`config.mk`:
```
export PLATFORM = sky130hd
export DESIGN_NAME = wordspi_memctl
export DESIGN_NICKNAME = d
export VERILOG_FILES = /design/src/rtl/wordspi_memctl.sv
export SDC_FILE = /design/constraint.sdc
export NUM_CORES = 1
export LEC_CHECK = 0
export BUFFER_PORTS_ARGS = -buffer_cell sky130_fd_sc_hd__buf_2
export CAP_MARGIN = 20
export CORE_AREA = 4 4 105 107
export DETAILED_ROUTE_END_ITERATION = 6
export DIE_AREA = 0 0 109 111
export GPL_TIMING_DRIVEN = 0
export PLACE_DENSITY = 0.62
export SLEW_MARGIN = 30
export SYNTH_ARGS = -nofsm -noshare
export SYNTH_HDL_FRONTEND = slang
export SYNTH_SLANG_ARGS = --single-unit
```
`constraint.sdc`:
```
create_clock -name clk -period 3.4 [get_ports clk]
set_input_delay 1.02 -clock clk [delete_from_list [all_inputs] [get_ports clk]]
set_output_delay 1.02 -clock clk [all_outputs]
set_load 0.005 [all_outputs]
```
`src/rtl/wordspi_memctl.sv`:
```
module wordspi_memctl #(
  parameter logic [15:0] FLASH_LAST = 16'h7EFF,
  parameter logic [15:0] IO_LAST    = 16'h7FFF,
  parameter logic [7:0]  CMD_READ   = 8'h03,
  parameter logic [7:0]  CMD_WRITE  = 8'h02,
  parameter int          DATA_W     = 16,
  parameter int          BADDR_W    = 24
) (
  input  logic              clk,
  input  logic              rst_n,
  input  logic              req,
  input  logic              we,
  input  logic [15:0]       addr,
  input  logic [DATA_W-1:0] wdata,
  output logic [DATA_W-1:0] rdata,
  output logic              stall,
  output logic              io_stb,
  output logic              io_we,
  output logic [7:0]        io_addr,
  output logic [DATA_W-1:0] io_wdata,
  input  logic [DATA_W-1:0] io_rdata,
  output logic              flash_cs_n,
  output logic              sram_cs_n,
  output logic              sclk,
  output logic              mosi,
  input  logic              miso
);
  localparam int FRAME_W = 8 + BADDR_W + DATA_W;
  localparam int CNT_W   = $clog2(FRAME_W);
  localparam logic [CNT_W-1:0] LAST_BIT = CNT_W'(FRAME_W - 1);

  typedef enum logic [1:0] {IDLE, SHIFT, ACK} state_t;

  state_t             st;
  logic [CNT_W-1:0]   bit_cnt;
  logic               ph;
  logic               to_flash;
  logic [FRAME_W-1:0] tx_sr;
  logic [DATA_W-1:0]  rx_sr;

  logic               in_flash, in_io, idle, busy, take;
  logic [BADDR_W-1:0] byte_addr;

  assign in_flash  = addr <= FLASH_LAST;
  assign in_io     = !in_flash && addr <= IO_LAST;
  assign idle      = st == IDLE;
  assign busy      = st == SHIFT;
  assign take      = req && idle && !in_io;
  assign byte_addr = {{(BADDR_W-17){1'b0}}, addr, 1'b0};

  assign io_stb   = req && idle && in_io;
  assign io_we    = we;
  assign io_addr  = addr[7:0];
  assign io_wdata = wdata;

  assign stall      = busy || take;
  assign rdata      = in_io ? io_rdata : rx_sr;
  assign sclk       = busy && ph;
  assign mosi       = busy && tx_sr[FRAME_W-1];
  assign flash_cs_n = !(busy && to_flash);
  assign sram_cs_n  = !(busy && !to_flash);

  always_ff @(posedge clk or negedge rst_n) begin
    if (!rst_n) begin
      st       <= IDLE;
      bit_cnt  <= '0;
      ph       <= 1'b0;
      to_flash <= 1'b0;
      tx_sr    <= '0;
      rx_sr    <= '0;
    end else begin
      case (st)
        IDLE: if (take) begin
          if (in_flash && we) begin
            st <= ACK;
          end else begin
            st       <= SHIFT;
            ph       <= 1'b0;
            bit_cnt  <= '0;
            to_flash <= in_flash;
            tx_sr    <= {we ? CMD_WRITE : CMD_READ, byte_addr,
                         we ? wdata : {DATA_W{1'b0}}};
          end
        end
        SHIFT: begin
          if (!ph) begin
            ph    <= 1'b1;
            rx_sr <= {rx_sr[DATA_W-2:0], miso};
          end else begin
            ph    <= 1'b0;
            tx_sr <= {tx_sr[FRAME_W-2:0], 1'b0};
            if (bit_cnt == LAST_BIT) st <= ACK;
            else bit_cnt <= bit_cnt + 1'b1;
          end
        end
        default: st <= IDLE;
      endcase
    end
  end
endmodule

```
; Word-level counts from Yosys, hierarchy flattened
; Cells that the tools add are included.
[op_classes]
n_addsub = 1
n_lt_le_gt_ge = 2
eq_ne = 7
n_mux = 21
bitwise_logic = 2
n_reduce_logical = 23
[op_table]
columns = operator, count
row1 = $mux 48, 3
row2 = $pmux 48 s2, 1
row3 = $le 16x15->1 const B, 2
row4 = $mux 16, 2
row5 = $mux 6, 4
row6 = $pmux 6 s2, 1
row7 = $logic_and 1x1->1, 9
row8 = $reduce_and 3->1, 3
row9 = $mux 2, 4
row10 = $add 6x1->6 const B, 1
row11 = $eq 6x6->1 const B, 1
row12 = $ne 2x2->1 const B, 3
row13 = $logic_not 1->1, 5
row14 = $reduce_and 5->1, 1
row15 = $mux 1, 4
row16 = $ne 2x1->1 const B, 2
row17 = $pmux 2 s2, 1
row18 = $reduce_and 4->1, 1
row19 = $eq 2x1->1 const B, 1
row20 = $logic_not 2->1, 1
row21 = $not 1->1, 2
row22 = $pmux 1 s2, 1
row23 = $reduce_and 2->1, 1
row24 = $reduce_bool 2->1, 1
row25 = $logic_or 1x1->1, 1
[word_totals]
register_bits = 74
inputBits = 53
out_inout_bits = 47
elab_cells = 62

; Longest topological paths before layout
; Gate-level depths: netlist of the first run.
[logic_depth]
depth_word = 7
depth_mapped = 7
ltp_nobuf = 5

; Worst setup path after synthesis of the first run
; Ideal clock, no wire load.
[synth_path]
path_type = input port to output port
from = in addr[9]
to = out rdata[10]
arrival_time_ns = 1.954
t_required_ns = 2.380
path_slack_ns = 0.426
path_stages = 6
n_path_buf = 2
path_cell_list = nand4_1 -> or2_2 -> buf_6 -> buf_2 -> nand2_1 -> nand2_1
[synth_between]
elab_chain_len = 4
elab_cells_between_ends = 5
classes_between = order compare (2) / mux (1) / reduce/logical (2)
[synth_rtl]
columns = item, line_no
row1 = "start, declared", 13  ; input logic [15:0] addr,
row2 = $le 16x15->1, 44  ; assign in_flash = addr <= FLASH_LAST;
row3 = $logic_not 1->1, 45  ; assign in_io = !in_flash && addr <= IO_LAST;
row4 = $logic_and 1x1->1 *, 45
row5 = $mux 16 *, 57  ; assign rdata = in_io ? io_rdata : rx_sr;
row6 = "end, declared", 15  ; output logic [DATA_W-1:0] rdata,
; Every way passes the cells marked *; elsewhere a longest branch is shown, timed or not.

; Worst setup path after layout of the first run
[layout_path]
from = in addr[15]
to = out rdata[7]
; Same word-level chain as after synthesis.

==> summary.md, run 1 <==
| Metric | Value |
|---|---|
| Port buffer count | 99 |
| Area contributors post-synth | dfrtp_1 47%, nand2_1 12%, mux2_4 11% |
| Starting density of the core | 39.1% |
| Worst setup EP type | primary output |
| Worst slack at placement | -0.197 ns |
| Die Width | 109 microns |
| CP Class | input port to primary output |
| CTS root buf | clkbuf_8 |
| Final core area utilization | 48.4% |
| Num CTS Buffers | 9 |
| Yosys reg bits | 74 |
| Area of the multi-input gates | 0.00178 sq mm |
| Syn Nets | 448 |
| Num ports | 100 |
| TritonCTS clock tree | done |
| Layout area overhead | 23.8% |
| Asr flop ratio synth | 100% |
| Largest area contributor in the netlist | dfrtp_1 |
| Die Area | 0.0121 sq mm |
| Max Cap Viol | 0 |
| Final min period | 3.30 ns |
| Final period util | 97.1% |
| Total power | 0.00385 W |
| PD cells | 785 mW/mm^2 |
| DIE HEIGHT | 111 microns |
| # DRC | 0 |
| Vias per cell | 4.76 |
| Distinct cells, synth | 41 |
| Yosys warnings | 0 |
| Clk_lat worst skew | 0.35 ns |
| Post-layout nets | 562 |
| Clock buffer depth | 2 |
| Slew Limit Fails | 0 |
| Drt first pass iters | 6 |
| Startpoint Class | input port |
| GPL Wtd Cong | 0.803 |
| Mapped cell area | 0.00397 sq mm |
| Worst slew pin tran | 0.527 ns |
| Peak Freq | 303 MHz |
| RSZ-0062 raised after global routing | no |
| Post-DRT Antenna Nets | 0 |
| GRT Total Usage | 15.5% |
| Synth top area share | 46.7% |
| Worst path arrival time | 2.28 ns |
| Overflow after GRT | 0 |
| Row cnt | 37 |
| WL/cell | 14.0 microns |
| Fin. Hold Viols | 0 |
| Layout cells sized above 1 | 42.1% |
| Most common cell after layout, fill and taps aside | nand2_1 |
| Number of diodes | 0 |
| Hold Path Class | flip-flop to flip-flop |
| Clk pin slew, worst setup/hold paths | 0.08 ns |
| CP Data Required Time | 2.38 ns |
| H-tree levels | 3 |
| Initial DRC count | 99 |
| Synth Area per Inst | 10.1 sq um |
| Commonest non-fill, non-tap cells in the layout | 131 x nand2_1, 110 x buf_2, 74 x dfrtp_1 |
| Hold-fix buffers, CTS | 0 |
| Fin Clk Skew | 0.00644 ns |
| Peak supply drop | 0.000292 V |
| Hpwl dp | 6.64 mm |
| CTS Sinks | 74 |
| # fillers | 952 |
| First-pass GRT wire length | 14.8 mm |
| Initial antenna violation count | 0 |
| Vias | 3089 |
| Leak Pwr | 2.62 nW |
| Max transition margin | 64.5% |
| Vias in the first global route | 3021 |
| EDFF count, synth | 0 |
| Placeable Area | 0.0101 sq mm |
| Final setup fails | 0 |
| Status | finished clean |
| Post-synth top flop | dfrtp_1 |
| Largest driver fanout on the critical path | 10 |
| Detailed Route WL | 9.06 mm |
| Register area share after synthesis | 46.7% |
| Largest net degree at the start of global routing | 40 |
| Flip-flop and latch area | 0.00185 sq mm |
| Cells after synthesis | 394 |
| Final setup margin | 0.0981 ns |
-- synth_stat cells (4+ instances only) --
| library cell | number |
|---|---|
| mux2_4 | 29 |
| buf_4 | 26 |
| nand2_1 | 131 |
| dfrtp_1 | 74 |
| nor2b_1 | 4 |
| nor2_1 | 7 |
| o21ai_0 | 4 |
| nand2b_1 | 4 |
| buf_2 | 12 |
| nand3_1 | 17 |
| a22o_1 | 14 |
| mux2_2 | 19 |
| inv_1 | 6 |
| clkbuf_1 | 4 |
| buf_6 | 4 |
| a31oi_1 | 4 |
| a21oi_1 | 6 |
-- sequential cells by signal, indices dropped and copies added (netlist names) --
name	count
tx_sr	48
rx_sr	16
bit_cnt	6
st	2
ph	1
to_flash	1
-- area by class of cell --
cell class	count	area share, %
repair buffers	103	11.0
well taps	136	3.47
clock buffers	9	2.52
clock inverters	7	2.09
flip-flops and latches	74	37.7
inverters	6	0.459
multi-input cells	267	36.2
plain buffers	47	6.50
-- final timing paths --
path                                        start                     end  slack [ns]  depth (start not counted)
max                                      addr[15]                rdata[7]         0.1                          8
min                        bit_cnt[5]$_DFFE_PN0P_  bit_cnt[5]$_DFFE_PN0P_        0.48                          1
max reg2reg                bit_cnt[0]$_DFFE_PN0P_  bit_cnt[1]$_DFFE_PN0P_        1.57                          5
min reg2reg                bit_cnt[5]$_DFFE_PN0P_  bit_cnt[5]$_DFFE_PN0P_        0.48                          1
max in group asynchronous                   rst_n    rx_sr[3]$_DFFE_PN0P_        2.20                          2
min in group asynchronous                   rst_n   tx_sr[18]$_DFFE_PN0P_        0.62                          1
-- metal layers --
layer,vias up,wire (microns),track usage [%]
li1,1528,-,-
met2,57,4360,24.2
met4,0,158,6.14
met1,1493,4230,20.9
met5,-,0,0
met3,11,318,2.97
-- repair_timing --
action / CTS / global route
setup buffers: 2 / 1
setup endpoints to repair: 10 / 2
gates resized for setup: 2 / 0
pin swaps: 1 / 0
-- stage by stage --
step           instances  setup TNS [ns]  hold slack, ns  area, sq um
3_5_place_dp         630           -1.80           0.470         4650
2_1_floorplan        394               0           0.445         3970
4_1_cts              648               0           0.482         4900
5_1_grt              649               0           0.509         4910
6_report             649               0           0.480         4910
3_3_place_gp         629           -1.59           0.461         4630
-- worst max-delay path, stage by stage --
cell and delay, ns:
buf_2 0.14, nand4b_4 0.22, or2_2 0.33, buf_6 0.14, buf_2 0.17, nand2_1 0.09, nand2_1 0.05, buf_2 0.12
-- power breakdown --
part           internal, W  switching, W
Combinational     0.000886      0.000712
Clock             0.000419      0.000361
Sequential         0.00124      0.000231
Total              0.00255       0.00130
-- cell families (layout without fill, tap and decap cells) --
kind of cell,count (synthesis),in the layout,synth area share (%)
compound gates,42,42,8.71
fa+ha+maj,1,1,0.316
mux,49,49,16.6
buf+inv,53,172,8.61
flops,74,74,46.7
simple gates,175,175,19.0
(Power assumes the default switching activity.)
==> inputs of run 2 (changes only) <==
--- a/config.mk
+++ b/config.mk
@@ -11,7 +11,7 @@
 export DETAILED_ROUTE_END_ITERATION = 6
 export DIE_AREA = 0 0 109 111
 export GPL_TIMING_DRIVEN = 0
-export PLACE_DENSITY = 0.62
+export PLACE_DENSITY = 0.69
 export SLEW_MARGIN = 30
 export SYNTH_ARGS = -nofsm -noshare
 export SYNTH_HDL_FRONTEND = slang
==> constraint.sdc (replaced) <==
create_clock -name clk -period 2.85 [get_ports clk]
set_input_delay 0.855 -clock clk [delete_from_list [all_inputs] [get_ports clk]]
set_output_delay 0.855 -clock clk [all_outputs]
set_load 0.005 [all_outputs]
==> run 2 against run 1 <==
Final area fell by 0.28%. Non-clock buffer count grew 3. Worst hold slack lost 0.060 ns. Total power is 14% higher. Clock power shrank 9.5%. Combinational power grew 19%. Sequential share of layout area up 0.11 points. Register-to-register slack worse by 0.55 ns. Critical endpoint is now rdata[1]. First-iteration DRC count grew 71%. Global-route usage decreased by 0.34 points. Critical path depth down 1.
==> summary.md, run 2 (synthesized netlist as in run 1, its figures left out) <==
| Metric | Value |
|---|---|
| Status | finished clean |
| Layout cells sized above 1 | 42.7% |
| Part of the power in the clock network | 16.2% |
| GPL Wtd Cong | 0.857 |
| Final min period | 2.77 ns |
| CTS Sinks | 74 |
| Vias | 3122 |
| Largest register FFs | 48 |
| H-tree levels | 3 |
| Initial DRC count | 169 |
| Reg2Reg Depth | 5 |
| Slowest CP cell | or2_2 |
| DIE HEIGHT | 111 microns |
| Die Width | 109 microns |
| Fin. Hold Viols | 0 |
| Num CTS Buffers | 9 |
| Final setup fails | 0 |
| Max stage delay on crit path | 0.32 ns |
| Hpwl dp | 6.58 mm |
| Net Sw Power | 0.00150 W |
| Final period util | 97.2% |
| Detailed Route WL | 8.92 mm |
| Die Area | 0.0121 sq mm |
| Initial antenna violation count | 0 |
| Fin Clk Skew | 0.00778 ns |
| Critical-path cell list | buf_2, nand4b_4, or2_2, buf_6, nand2_1, nand2_1, buf_2 |
| Peak Freq | 361 MHz |
| Design area | 0.00490 sq mm |
| Overflow after GRT | 0 |
| First-pass GRT wire length | 14.8 mm |
| Switch share | 34.2% |
| Vias in the first global route | 3116 |
| Num ports | 100 |
| Hold Path Class | input port to async pin |
| Placed cells | 630 |
| Clk pin slew, worst setup/hold paths | 0.08 ns |
| Worst path arrival time | 1.91 ns |
| Layout area overhead | 23.5% |
| Peak supply drop | 0.000284 V |
| Slew Limit Fails | 0 |
| Largest driver fanout on the critical path | 18 |
| PD cells | 893 mW/mm^2 |
| Largest net degree at the start of global routing | 49 |
| Worst slack at placement | -0.443 ns |
| Worst setup EP type | primary output |
| Post-DRT Antenna Nets | 0 |
| CP Data Required Time | 2.00 ns |
| GRT Total Usage | 15.1% |
| Max Cap Viol | 0 |
| CTS root buf | clkbuf_8 |
| Post-DP Area | 0.00466 sq mm |
| Most common cell after layout, fill and taps aside | nand2_1 |
| # fillers | 954 |
| Top flop regs | tx_sr (48), rx_sr (16), bit_cnt (6) |
| Number of diodes | 0 |
| Commonest non-fill, non-tap cells in the layout | 131 x nand2_1, 108 x buf_2, 74 x dfrtp_1 |
| CP Class | input port to primary output |
| Pint | 0.00288 W |
| # DRC | 0 |
| Post-layout nets | 565 |
| Drt first pass iters | 4 |
| Placeable Area | 0.0101 sq mm |
| WL/cell | 13.7 microns |
| Setup TNS | 0 ns |
| Port buffer count | 99 |
| Row cnt | 37 |
| Starting density of the core | 39.1% |
| Flop pwr share | 40.0% |
| Largest register by flop count | tx_sr |
| Final core area utilization | 48.3% |
| Leak Pwr | 2.62 nW |
| Combinational share of power | 43.8% |
| Clock buffer depth | 2 |
| Startpoint Class | input port |
| Vias per cell | 4.80 |
| Worst slew pin tran | 0.532 ns |
| TritonCTS clock tree | done |
| Final setup margin | 0.0807 ns |
| Max transition margin | 64.5% |
| Fin cells | 651 |
| Clk_lat worst skew | 0.34 ns |
| RSZ-0062 raised after global routing | yes |
## run 2: cell type report
| class | instances | area, sq um | area share (%) |
|---|---|---|---|
| plain buffers | 46 | 320 | 6.54 |
| clock buffers | 10 | 138 | 2.81 |
| clock inverters | 5 | 31.3 | 0.639 |
| inverters | 6 | 22.5 | 0.460 |
| multi-input cells | 267 | 1780 | 36.4 |
| flip-flops and latches | 74 | 1850 | 37.8 |
| well taps | 136 | 170 | 3.48 |
| repair buffers | 107 | 578 | 11.8 |
## run 2: what timing repair did
action,in CTS,in global routing
endpoints found under the setup margin,18,13
pin swaps,2,2
setup buffers,6,1
hold buffers,0,0
gates resized for setup,5,2
## run 2: power groups by stage
stage	sequential [W]	combinational, W	clock [W]
after global routing	0.00181	0.00213	0.000772
after detailed placement	0.00177	0.00192	0
final	0.00175	0.00191	0.000707
after global placement	0.00175	0.00187	0
after floorplan	0.00168	0.00147	0
after CTS	0.00175	0.00194	0.000727
## run 2: routing by layer
| layer | GRT usage, % | wire length, microns |
|---|---|---|
| met2 | 24.2 | 4360 |
| met3 | 2.27 | 409 |
| met1 | 20.1 | 3950 |
| met4 | 6.48 | 200 |
| met5 | 0 | 0 |
## run 2: per-stage QoR
| step | hold WS [ns] | power (W) |
|---|---|---|
| floorplan | 0.445 | 0.00316 |
| global placement | 0.464 | 0.00362 |
| detailed placement | 0.474 | 0.00369 |
| CTS | 0.429 | 0.00442 |
| global route | 0.448 | 0.00471 |
| finish | 0.420 | 0.00437 |
## run 2: final timing paths
check | from | to | slack (ns)
max | addr[15] | rdata[1] | 0.08
min | rst_n | rx_sr[8]$_DFFE_PN0P_ | 0.42
max reg2reg | bit_cnt[0]$_DFFE_PN0P_ | bit_cnt[1]$_DFFE_PN0P_ | 1.02
min reg2reg | bit_cnt[5]$_DFFE_PN0P_ | bit_cnt[5]$_DFFE_PN0P_ | 0.48
max in group asynchronous | rst_n | to_flash$_DFFE_PN0P_ | 1.88
min in group clk | bit_cnt[5]$_DFFE_PN0P_ | bit_cnt[5]$_DFFE_PN0P_ | 0.48
## run 2: critical path: cells and delay by family
family	cells	cell delay, ns
buffers and inverters	3	0.42
and+or+nand+nor	4	0.64
